**config.mk**
```make
export PLATFORM = sky130hd
export DESIGN_NAME = te_frame_trigger
export DESIGN_NICKNAME = d
export VERILOG_FILES = /design/src/rtl/te_trig_pkg.sv /design/src/rtl/te_pin_sync.sv /design/src/rtl/te_pulse_meter.sv /design/src/rtl/te_trig_ctrl.sv /design/src/rtl/te_frame_trigger.sv
export SDC_FILE = /design/constraint.sdc
export NUM_CORES = 1
export LEC_CHECK = 0
export BUFFER_PORTS_ARGS = -buffer_cell sky130_fd_sc_hd__buf_2
export CORE_MARGIN = 1
export CORE_UTILIZATION = 50
export CTS_CLUSTER_DIAMETER = 80
export DETAILED_ROUTE_END_ITERATION = 8
export GPL_ROUTABILITY_DRIVEN = 0
export PLACE_DENSITY_LB_ADDON = 0.15
export SYNTH_ARGS = -nofsm -noshare
export SYNTH_HDL_FRONTEND = slang
export SYNTH_SLANG_ARGS = --single-unit
```
**constraint.sdc**
```tcl
create_clock -name clk -period 2.3 [get_ports clk]
set_input_delay 0.115 -clock clk [delete_from_list [all_inputs] [get_ports clk]]
set_output_delay 0.115 -clock clk [all_outputs]
set_load 0.01 [all_outputs]
```
**src/rtl/te_trig_pkg.sv**
```systemverilog
package te_trig_pkg;

  typedef enum logic [1:0] {
    TRIG_INTERNAL  = 2'd0,
    TRIG_VSYNC     = 2'd1,
    TRIG_LINE      = 2'd2,
    TRIG_LINE_ALT  = 2'd3
  } trig_mode_e;

  typedef enum logic {
    ST_IDLE  = 1'b0,
    ST_ARMED = 1'b1
  } trig_state_e;

  localparam int unsigned METER_VS = 0;
  localparam int unsigned METER_HS = 1;
  localparam int unsigned N_METERS = 2;

endpackage

```
**src/rtl/te_pin_sync.sv**
```systemverilog
module te_pin_sync #(
  parameter int unsigned STAGES = 2
) (
  input  logic clk,
  input  logic rst_n,
  input  logic pin_async,
  output logic pin_sync
);

  logic [STAGES-1:0] chain;

  always_ff @(posedge clk or negedge rst_n) begin
    if (!rst_n) chain <= '0;
    else        chain <= {chain[STAGES-2:0], pin_async};
  end

  assign pin_sync = chain[STAGES-1];

endmodule

```
**src/rtl/te_pulse_meter.sv**
```systemverilog
module te_pulse_meter #(
  parameter int unsigned CNT_W = 8
) (
  input  logic             clk,
  input  logic             rst_n,
  input  logic             level,
  input  logic             invert,
  output logic             rise,
  output logic             fall,
  output logic [CNT_W-1:0] width
);

  localparam logic [CNT_W-1:0] CNT_MAX = '1;

  logic             active;
  logic             active_q;
  logic [CNT_W-1:0] ticks;

  assign active = level ^ invert;

  always_ff @(posedge clk or negedge rst_n) begin
    if (!rst_n) begin
      active_q <= 1'b0;
      ticks    <= '0;
    end else begin
      active_q <= active;
      if (!active)               ticks <= '0;
      else if (ticks != CNT_MAX) ticks <= ticks + 1'b1;
    end
  end

  assign rise  = active & ~active_q;
  assign fall  = ~active & active_q;
  assign width = ticks;

endmodule

```
**src/rtl/te_trig_ctrl.sv**
```systemverilog
module te_trig_ctrl
  import te_trig_pkg::*;
#(
  parameter int unsigned CNT_W  = 8,
  parameter int unsigned LINE_W = 11
) (
  input  logic              clk,
  input  logic              rst_n,
  input  logic              start_req,
  input  logic              te_en,
  input  logic [1:0]        trig_mode,
  input  logic [LINE_W-1:0] line_target,
  input  logic [CNT_W-1:0]  vs_width,
  input  logic [CNT_W-1:0]  hs_width,
  input  logic              vs_rise,
  input  logic              vs_fall,
  input  logic [CNT_W-1:0]  vs_w,
  input  logic              hs_fall,
  input  logic [CNT_W-1:0]  hs_w,
  output logic              go,
  output logic              armed
);

  trig_state_e       state;
  trig_mode_e        mode;
  logic [LINE_W-1:0] line_cnt;
  logic [LINE_W-1:0] line_next;
  logic              frame_seen;
  logic              line_mode;
  logic              is_vsync;
  logic              is_hsync;

  assign mode      = trig_mode_e'(trig_mode);
  assign line_mode = (mode == TRIG_LINE) || (mode == TRIG_LINE_ALT);
  assign is_vsync  = vs_fall && (vs_w >= vs_width);
  assign is_hsync  = hs_fall && (hs_w >= hs_width) && (hs_w < vs_width);
  assign line_next = line_cnt + LINE_W'(1);

  always_ff @(posedge clk or negedge rst_n) begin
    if (!rst_n) begin
      state      <= ST_IDLE;
      go         <= 1'b0;
      line_cnt   <= '0;
      frame_seen <= 1'b0;
    end else begin
      go <= 1'b0;
      unique case (state)
        ST_IDLE: begin
          if (start_req) begin
            if (!te_en || mode == TRIG_INTERNAL) begin
              go <= 1'b1;
            end else begin
              state      <= ST_ARMED;
              frame_seen <= 1'b0;
              line_cnt   <= '0;
            end
          end
        end
        ST_ARMED: begin
          if (!line_mode) begin
            if (vs_rise) begin
              go    <= 1'b1;
              state <= ST_IDLE;
            end
          end else if (is_vsync) begin
            frame_seen <= 1'b1;
            line_cnt   <= '0;
            if (line_target == '0) begin
              go    <= 1'b1;
              state <= ST_IDLE;
            end
          end else if (is_hsync && frame_seen) begin
            line_cnt <= line_next;
            if (line_next == line_target) begin
              go    <= 1'b1;
              state <= ST_IDLE;
            end
          end
        end
        default: state <= ST_IDLE;
      endcase
    end
  end

  assign armed = (state == ST_ARMED);

endmodule

```
**src/rtl/te_frame_trigger.sv**
```systemverilog
module te_frame_trigger
  import te_trig_pkg::*;
#(
  parameter int unsigned CNT_W       = 8,
  parameter int unsigned LINE_W      = 11,
  parameter int unsigned SYNC_STAGES = 2
) (
  input  logic              clk,
  input  logic              rst_n,
  input  logic              te_pin,
  input  logic              start_req,
  input  logic              te_en,
  input  logic [1:0]        trig_mode,
  input  logic              vs_invert,
  input  logic              hs_invert,
  input  logic [CNT_W-1:0]  vs_width,
  input  logic [CNT_W-1:0]  hs_width,
  input  logic [LINE_W-1:0] line_target,
  output logic              go
);

  logic                  pin_s;
  logic [N_METERS-1:0]   inv_v;
  logic [N_METERS-1:0]   rise_v;
  logic [N_METERS-1:0]   fall_v;
  logic [CNT_W-1:0]      width_v [N_METERS];

  logic                  vs_rise;
  logic                  vs_fall;
  logic [CNT_W-1:0]      vs_w;
  logic                  hs_fall;
  logic [CNT_W-1:0]      hs_w;
  logic                  armed;
  logic                  unused_hs_rise;

  te_pin_sync #(.STAGES(SYNC_STAGES)) u_sync (
    .clk      (clk),
    .rst_n    (rst_n),
    .pin_async(te_pin),
    .pin_sync (pin_s)
  );

  assign inv_v[METER_VS] = vs_invert;
  assign inv_v[METER_HS] = hs_invert;

  for (genvar i = 0; i < N_METERS; i++) begin : g_meter
    te_pulse_meter #(.CNT_W(CNT_W)) u_meter (
      .clk   (clk),
      .rst_n (rst_n),
      .level (pin_s),
      .invert(inv_v[i]),
      .rise  (rise_v[i]),
      .fall  (fall_v[i]),
      .width (width_v[i])
    );
  end

  assign vs_rise        = rise_v[METER_VS];
  assign vs_fall        = fall_v[METER_VS];
  assign vs_w           = width_v[METER_VS];
  assign hs_fall        = fall_v[METER_HS];
  assign hs_w           = width_v[METER_HS];
  assign unused_hs_rise = rise_v[METER_HS];

  te_trig_ctrl #(.CNT_W(CNT_W), .LINE_W(LINE_W)) u_ctrl (
    .clk        (clk),
    .rst_n      (rst_n),
    .start_req  (start_req),
    .te_en      (te_en),
    .trig_mode  (trig_mode),
    .line_target(line_target),
    .vs_width   (vs_width),
    .hs_width   (hs_width),
    .vs_rise    (vs_rise),
    .vs_fall    (vs_fall),
    .vs_w       (vs_w),
    .hs_fall    (hs_fall),
    .hs_w       (hs_w),
    .go         (go),
    .armed      (armed)
  );

endmodule

```
### After elaboration in Yosys (flattened, before gate mapping)

Cells that the tools add are included.

| cells by class | value |
|---|---|
| $add $sub $neg | 3 |
| order comparisons | 3 |
| equality and inequality tests | 12 |
| muxes and demuxes | 33 |
| bitwise operators | 9 |
| reduce and logical (&&, ||, !) cells | 11 |

Operators by type and width:

| kind | number |
|---|---|
| 2-to-1 mux 11 bit | 5 |
| 2-to-1 mux 8 bit | 4 |
| case mux 11 bit (2 select lines) | 1 |
| 2-to-1 mux 1 bit | 20 |
| adder 8 x 1 -> 8 bit, second input constant | 2 |
| greater-or-equal comparator 8 bit | 2 |
| != test 8 bit, second input constant | 2 |
| != test 2 bit, second input constant | 6 |
| adder 11 x 1 -> 11 bit, second input constant | 1 |
| == test 11 bit | 1 |
| logical NOT 11 bit | 1 |
| less-than comparator 8 bit | 1 |
| AND reduction 4 bit | 2 |
| case mux 1 bit (2 select lines) | 3 |
| == test 2 bit, second input constant | 2 |
| logical AND 1 bit | 4 |
| NOT 1 bit | 4 |
| bitwise AND 1 bit | 3 |
| != test 3 bit, second input constant | 1 |
| logical NOT 2 bit | 1 |
| logical OR 1 bit | 2 |
| XOR 1 bit | 2 |
| logical NOT 1 bit | 1 |

| word-level totals | value |
|---|---|
| flip-flop bits (word level) | 34 |
| output and inout port bits | 1 |
| logic and storage cells | 80 |

### Depth between registers and ports, before layout

Gate-level depths: netlist (run 1).

| logic depth | value |
|---|---|
| word-level depth | 10 |
| mapped depth | 9 |
| gate-level depth less buffers | 8 |

### Hierarchy

A second synthesis (run 1) with hierarchy kept.

| second synthesis, totals | value |
|---|---|
| cell total of the unflattened synthesis | 282 |
| area total of the unflattened synthesis | 2541.2 um^2 |

By module, submodules not included:

| module | times used | cells an instance | area each (um^2) | sequential area each (um^2) |
|---|---|---|---|---|
| te_trig_ctrl | 1 | 182 | 1557.7 | 350.3 |
| te_pulse_meter | 2 | 49 | 466.7 | 225.2 |
| te_pin_sync | 1 | 2 | 50.0 | 50.0 |

### Worst setup path after synthesis (run 1)

No wires, ideal clock.

| timing | value |
|---|---|
| path kind | flip-flop to flip-flop |
| start | reg u_ctrl.line_cnt[0] |
| end | reg u_ctrl.state (netlist: u_ctrl.armed) |
| setup time | 0.119 ns |
| arrival | 2.196 ns |
| data required time | 2.181 ns |
| setup slack | -0.015 ns |
| cell stages (with the launch flop) | 8 |
| path buffers | 0 |
| clock period less this slack | 2.315 ns |
| cells stage by stage | dfrtp_1 ha_1 nand3_2 or4_4 xnor2_1 nand3_1 or4_4 o21a_1 |

| between the ends | value |
|---|---|
| word-level cells in the longest chain between the ends | 7 |

Ends and longest elaborated chain:

| what | RTL line | RTL |
|---|---|---|
| start, declared | te_trig_ctrl.sv:26 | `logic [LINE_W-1:0] line_cnt;` |
| start signal, assigned | te_trig_ctrl.sv:73 | `line_cnt <= line_next;` |
| adder 11 x 1 -> 11 bit | te_trig_ctrl.sv:37 | `assign line_next = line_cnt + LINE_W'(1);` |
| == test 11 bit | te_trig_ctrl.sv:74 | `if (line_next == line_target) begin` |
| 2-to-1 mux 1 bit | te_trig_ctrl.sv:74 |  |
| 2-to-1 mux 1 bit | te_trig_ctrl.sv:72 | `end else if (is_hsync && frame_seen) begin` |
| 2-to-1 mux 1 bit | te_trig_ctrl.sv:65 | `end else if (is_vsync) begin` |
| 2-to-1 mux 1 bit | te_trig_ctrl.sv:60 | `if (!line_mode) begin` |
| case mux 1 bit (2 select lines) | te_trig_ctrl.sv:47 | `unique case (state)` |
| end signal, assigned | te_trig_ctrl.sv:63 | `state <= ST_IDLE;` |
| end signal, assigned | te_trig_ctrl.sv:70 | `state <= ST_IDLE;` |
| end signal, assigned | te_trig_ctrl.sv:76 | `state <= ST_IDLE;` |
| end, declared | te_trig_ctrl.sv:24 | `trig_state_e state;` |

Every way passes these cells.
A chain may end at the register's enable or synchronous reset.

### Worst setup path in the final report (run 1)

| timing | value |
|---|---|
| start | reg u_ctrl.line_cnt[1] |
| end | reg u_ctrl.state (netlist: u_ctrl.armed) |

Same word-level chain as after synthesis.

==> flow_metrics.tcl, run 1 <==
set metrics [dict create \
    worst-setup-path-type "reg -> reg" \
    critical_path_peak_fanout 4 \
    clock_latency_ps 290 \
    rsz0062_at_grt "false" \
    dp_hpwl_um 5160 \
    ys_types 56 \
    vdd.ir_drop.worst_mv 0.559 \
    worst-endpoint-arrival_ps 2390 \
    grt_overflow 0 \
    met2_usage 0.415 \
    finalWorstSetupSlack_ps 86.2 \
    clk_pin_slew_ps 70 \
    synth_edf_count 0 \
    fin_crit_ps 2210 \
    synth_area_leader_cell "dfrtp_1" \
    io_pins 37 \
    regToRegSetupSlack_ps 90 \
    wirelength_um 7100 \
    setup_tns_ps 0 \
    diodes 0 \
    drc 0 \
    timing.final.crit_share 0.963 \
    die_area_um2 5980 \
    io_buffers 36 \
    cap_violations 0 \
    crit_path_top_delay_cell "or4_4" \
    critical-path-max-stage-delay_ps 550 \
    async_flop_share 1.00 \
    via_per_inst 5.99 \
    fillers 494 \
    drt-initial-drc-count 233 \
    synth-seq-cells 34 \
    pre_cts_slack_ps -83.2 \
    syn-cell-area_um2 2840 \
    status "finished clean" \
    hold_violations 0 \
    antenna_found_initial 0 \
    first_pass_iters 4 \
    max_freq_mhz 452 \
    path_cells "ha_2 > nand3_4 > or3_4 > mux2i_1 > nand4_1 > or4_4 > o21a_1" \
    grt_pass1_vias 2612 \
    placementRows 27 \
    cts_max_path_buffers 2 \
    cts_tree "yes" \
    yosysTopAreaCellShare 0.300 \
    grt_pass1_wl_um 12200 \
    clock-root-buffer "clkbuf_8" \
    vias 2721 \
    maxSlewHeadroom 0.475 \
    finClkSkew_ps 5.42 \
    detail-route-antenna-nets 0 \
    synth_common_cells "dfrtp_1 (34), nand3_1 (27), ha_1 (26), inv_1 (26), nor2_1 (17)" \
    synth_most_common_cell "dfrtp_1" \
    setup_violations 0 \
    p_per_area_nw_per_um2 527 \
    final_layout_size_suffix_gt1_frac 0.246 \
    wire_per_inst_um 15.6 \
    avgSynthCellArea_um2 8.74 \
    grt_use_met3 0.0294 \
    final_nets 443 \
    cts_max_level 2 \
    die_x_um 77.4 \
    core_area_um2 5470 \
    numCtsBuffers 5 \
    yosys_warnings 0 \
    ys_seq_area_frac 0.300 \
    grt_max_degree 35 \
    start_util 0.519 \
    finalMaxSlewViolations 0 \
    met1_usage 0.350 \
    syn_inst 325 \
    top_usage_layer "met2" \
    cts_sinks 34 \
    die_height_um 77.4 \
    min_path_type "in -> reg" \
    synth.area.top_cells "dfrtp_1 (30%), ha_1 (11%), nand3_1 (4.8%)" \
    syn_nets 387 \
    ys.flop_type "dfrtp_1" \
    track_usage 0.253 \
    syn_to_final_growth_pct 20.4 \
    tightest_slew_ps 787 \
    leakage_nw 1.62 \
    startpoint_type "flip-flop" \
    cp.required_ps 2480 \
    crit_path_end_kind "flip-flop" \
]
final cells by class:
cell class	count	area (um2)	area share
clock buffer	7	86.3	0.0253
clock inverter	1	5.00	0.00146
inverter	26	97.6	0.0286
multi-input combinational	248	1870	0.548
sequential	34	856	0.250
tap	72	90.1	0.0264
timing repair buffer	66	410	0.120
power breakdown:
| group | internal (W) | switching (W) |
|---|---|---|
| Sequential | 0.000655 | 0.0000669 |
| Clock | 0.000242 | 0.000224 |
| Combinational | 0.000292 | 0.000320 |
per-layer routing:
| metal | up-vias | wire length, um |
|---|---|---|
| li1 | 1353 | - |
| met1 | 1286 | 3340 |
| met2 | 75 | 3400 |
| met3 | 7 | 293 |
| met4 | 0 | 71 |
| met5 | - | 0 |
layout by cell type, fill, tap and decap left out, types with 3 or more instances in the layout:
cell type | netlist | layout
a41oi_1 | 9 | 9
o2111ai_1 | 9 | 9
nor2_1 | 17 | 17
dfrtp_1 | 34 | 30
xor2_1 | 7 | 7
ha_4 | 0 | 3
nand4_1 | 8 | 8
and3_1 | 16 | 16
nor2b_1 | 3 | 3
buf_4 | 2 | 28
nand3_1 | 27 | 27
a21o_1 | 3 | 3
xnor2_1 | 13 | 12
buf_2 | 1 | 36
clkbuf_8 | 0 | 6
and4_1 | 3 | 3
o21ai_1 | 2 | 3
dfrtp_2 | 0 | 4
a31oi_1 | 4 | 4
mux2i_1 | 3 | 3
nand3b_1 | 3 | 3
nor3_1 | 9 | 9
inv_1 | 26 | 26
or4_1 | 7 | 7
o21ai_0 | 16 | 14
o211ai_1 | 5 | 5
nand2_1 | 7 | 7
nor3b_1 | 4 | 4
ha_1 | 26 | 22
a21oi_1 | 10 | 10
state kept, by name, indices dropped and copies added (netlist names):
| name | flops |
|---|---|
| g_meter.u_meter.active_q | 2 |
| u_sync.chain | 2 |
| u_ctrl.go | 1 |
| u_ctrl.frame_seen | 1 |
| u_ctrl.line_cnt | 11 |
| u_ctrl.armed | 1 |
| g_meter.u_meter.width | 16 |
worst paths after layout:
path | start | endpoint | depth (start not counted)
worst max-delay path | u_ctrl.line_cnt[1]$_DFFE_PN0P_ | u_ctrl.armed$_DFF_PN0_ | 7
worst min-delay path | trig_mode[1] | u_ctrl.frame_seen$_DFFE_PN0P_ | 3
worst max register to register | u_ctrl.line_cnt[1]$_DFFE_PN0P_ | u_ctrl.armed$_DFF_PN0_ | 7
worst min register to register | u_sync.chain[0]$_DFF_PN0_ | u_sync.chain[1]$_DFF_PN0_ | 0
max in group asynchronous | rst_n | g_meter[1].u_meter.width[3]$_DFFE_PN0P_ | 2
min in group asynchronous | rst_n | u_ctrl.line_cnt[8]$_DFFE_PN0P_ | 2
repair_timing:
action,CTS,global route
pin swaps,0,5
gates cloned,0,1
resized for setup,4,16
hold buffers,2,0
endpoints found under the hold margin,35,0
setup buffers,0,1
endpoints found under the setup margin,7,10
kinds of logic (layout without fill, tap and decap cells):
family                   Yosys count  in the layout  synth area share
AND/OR/NAND/NOR                  121            122             0.246
AO/OA/AOI/OAI                     76             76             0.190
buffers and inverters             44            100            0.0718
flip-flops                        34             34             0.300
adder cells (fa/ha/maj)           26             26             0.115
XOR/XNOR                          21             21            0.0674
multiplexers                       3              3            0.0106
critical path, delay by kind of cell (launching register included):
family	cells	cell delay, ps
DFF	1	350
muxes	1	180
AOI/OAI and AO/OA	1	180
and+or+nand+nor	4	1190
adders and majority gates	1	210
stage by stage:
stage / util / hold slack [ps] / instances / power [W] / instance area (um2)
after floorplan: - / -181 / 325 / 0.00111 / 2840
after global placement: 0.586 / 225 / 442 / 0.00129 / 3210
after detailed placement: 0.586 / 225 / 442 / 0.00131 / 3210
after CTS: 0.607 / 168 / 452 / 0.00178 / 3320
after global routing: 0.624 / 240 / 454 / 0.00190 / 3420
final: 0.624 / 181 / 454 / 0.00180 / 3420
Power figures use the tool's default switching activity.
==> run 2, diff against run 1 <==
--- a/config.mk
+++ b/config.mk
@@ -14,4 +14,5 @@
 export PLACE_DENSITY_LB_ADDON = 0.15
 export SYNTH_ARGS = -nofsm -noshare
 export SYNTH_HDL_FRONTEND = slang
+export SYNTH_HIERARCHICAL = 1
 export SYNTH_SLANG_ARGS = --single-unit
==> run 2 against run 1 <==
- setup slack got worse by 60 ps
- fmax decreased by 2.6%
- via count decreased by 6.7%
- largest cell class unchanged
==> flow_metrics.tcl, run 2 <==
set metrics [dict create \
    setup_violations 0 \
    tightest_slew_ps 798 \
    drc 0 \
    largest_reg_flops 16 \
    max_freq_mhz 440 \
    drt-initial-drc-count 110 \
    path_cells "ha_1 > a21oi_1 > nor2b_1 > a2111oi_2 > buf_4 > a21oi_2 > nor2_1 > nand3_1 > buf_6 > o31ai_2" \
    avgSynthCellArea_um2 9.03 \
    path_buf_inv 2 \
    cts_max_path_buffers 2 \
    p_per_area_nw_per_um2 466 \
    syn_to_final_growth_pct 35.0 \
    regToRegSetupSlack_ps 30 \
    timing.rr.end "u_ctrl/line_cnt[6]$_DFFE_PN0P_" \
    cts_sinks 34 \
    grt_max_degree 35 \
    clock_latency_ps 290 \
    core_area_um2 4820 \
    critical-path-max-stage-delay_ps 380 \
    cp_top_family "compound AO/OA/AOI/OAI gates" \
    track_usage 0.256 \
    placementRows 25 \
    fin_area_um2 3420 \
    rsz0062_at_grt "true" \
    fillers 406 \
    diodes 0 \
    crit_path_top_delay_cell "dfrtp_1" \
    wirelength_um 6560 \
    final_cell_mix "buf_4 (42), buf_2 (36), dfrtp_1 (34)" \
    io_buffers 36 \
    clock-root-buffer "clkbuf_8" \
    numCtsBuffers 5 \
    start_util 0.527 \
    whs_path_depth 3 \
    final_nets 431 \
    grt_pass1_vias 2398 \
    antenna_found_initial 0 \
    hold_end "u_ctrl/frame_seen$_DFFE_PN0P_" \
    io_pins 37 \
    worst-setup-path-type "reg -> reg" \
    first_pass_iters 4 \
    fin_crit_ps 2270 \
    min_path_type "in -> reg" \
    finalMaxSlewViolations 0 \
    cp.required_ps 2500 \
    final_common_cell "buf_4" \
    grt_overflow 0 \
    vias 2538 \
    cts_max_level 2 \
    syn_inst 281 \
    detail-route-antenna-nets 0 \
    clk_pin_slew_ps 70 \
    via_per_inst 5.81 \
    syn-cell-area_um2 2540 \
    cts_tree "yes" \
    startpoint_type "flip-flop" \
    min_from "trig_mode[1]" \
    syn_nets 343 \
    die_x_um 73.2 \
    wire_per_inst_um 15.0 \
    maxSlewHeadroom 0.468 \
    vdd.ir_drop.worst_mv 0.351 \
    worst-endpoint-arrival_ps 2470 \
    leakage_nw 1.63 \
    final_layout_size_suffix_gt1_frac 0.327 \
    crit_path_end_kind "flip-flop" \
    critical_path_peak_fanout 6 \
    hold_violations 0 \
    placedInstanceArea_um2 3110 \
    die_area_um2 5360 \
    status "finished clean" \
    timing.final.crit_share 0.989 \
    crit-reg2reg-launch "g_meter[0].u_meter/width[5]$_DFFE_PN0P_" \
    finClkSkew_ps 5.68 \
    cap_violations 0 \
    yosys_warnings 6 \
    power_w 0.00159 \
    grt_pass1_wl_um 10400 \
    reg2reg_depth 10 \
    die_height_um 73.2 \
    dp_hpwl_um 4810 \
]
## run 2: power breakdown
part           switching [W]  leakage [nW]  internal, W
Sequential         0.0000425         0.457     0.000637
Combinational       0.000233          1.13     0.000223
Clock               0.000217        0.0482     0.000241
Total               0.000492          1.63      0.00110
## run 2: final cells by class
class,instances,area (um2),area share
clock buffers,7,86.3,0.0252
clock inverters,1,5.00,0.00146
inverters,25,93.8,0.0274
multi-input cells,220,1760,0.513
flip-flops and latches,34,851,0.248
well taps,67,83.8,0.0245
repair buffers,83,549,0.160
## run 2: per-layer routing
layer / vias up / GRT usage / wire, um / share of wire
met4: 0 / 0.100 / 203 / 0.031
met2: 72 / 0.462 / 3300 / 0.50
met1: 1207 / 0.300 / 2830 / 0.43
li1: 1241 / - / - / -
met5: - / 0 / 0 / 0
met3: 18 / 0.0442 / 230 / 0.035
## run 2: how the worst max path moves through the flow
stage	slack (ps)	depth (start not counted)	to	startpoint
finish	30	10	u_ctrl/line_cnt[6]$_DFFE_PN0P_	g_meter[0].u_meter/width[5]$_DFFE_PN0P_
global route	-70	8	u_ctrl/line_cnt[6]$_DFFE_PN0P_	g_meter[1].u_meter/width[3]$_DFFE_PN0P_
CTS	4	8	u_ctrl/armed$_DFF_PN0_	u_ctrl/line_cnt[2]$_DFFE_PN0P_
detailed placement	-250	10	u_ctrl/line_cnt[6]$_DFFE_PN0P_	g_meter[1].u_meter/width[0]$_DFFE_PN0P_
global placement	-130	10	u_ctrl/line_cnt[2]$_DFFE_PN0P_	g_meter[1].u_meter/width[0]$_DFFE_PN0P_
floorplan	5	8	u_ctrl/line_cnt[1]$_DFFE_PN0P_	g_meter[1].u_meter/width[6]$_DFFE_PN0P_
## run 2: timing repair
action / in CTS / in global routing
endpoints found under the setup margin: 10 / 13
pin swaps: 5 / 17
setup buffers: 1 / 3
cloned: 1 / 0
hold endpoints to repair: 35 / 0
gates resized for setup: 12 / 20
hold buffers: 2 / 0
## run 2: worst min-delay path: cells and delay by family
| kind | cells | cell delay [ps] |
|---|---|---|
| buf+inv | 1 | 140 |
| simple gates | 1 | 90 |
| compound gates | 1 | 80 |
## run 2: stage by stage
step	instances	hold slack [ps]	utilization	setup WS, ps	setup TNS (ps)
5_1_grt	437	186	0.711	-71.7	-562
3_5_place_dp	423	230	0.645	-252	-2150
3_3_place_gp	423	225	0.645	-133	-1150
2_1_floorplan	281	-181	-	4.69	0
6_report	437	179	0.711	26.3	0
4_1_cts	435	177	0.683	3.79	0
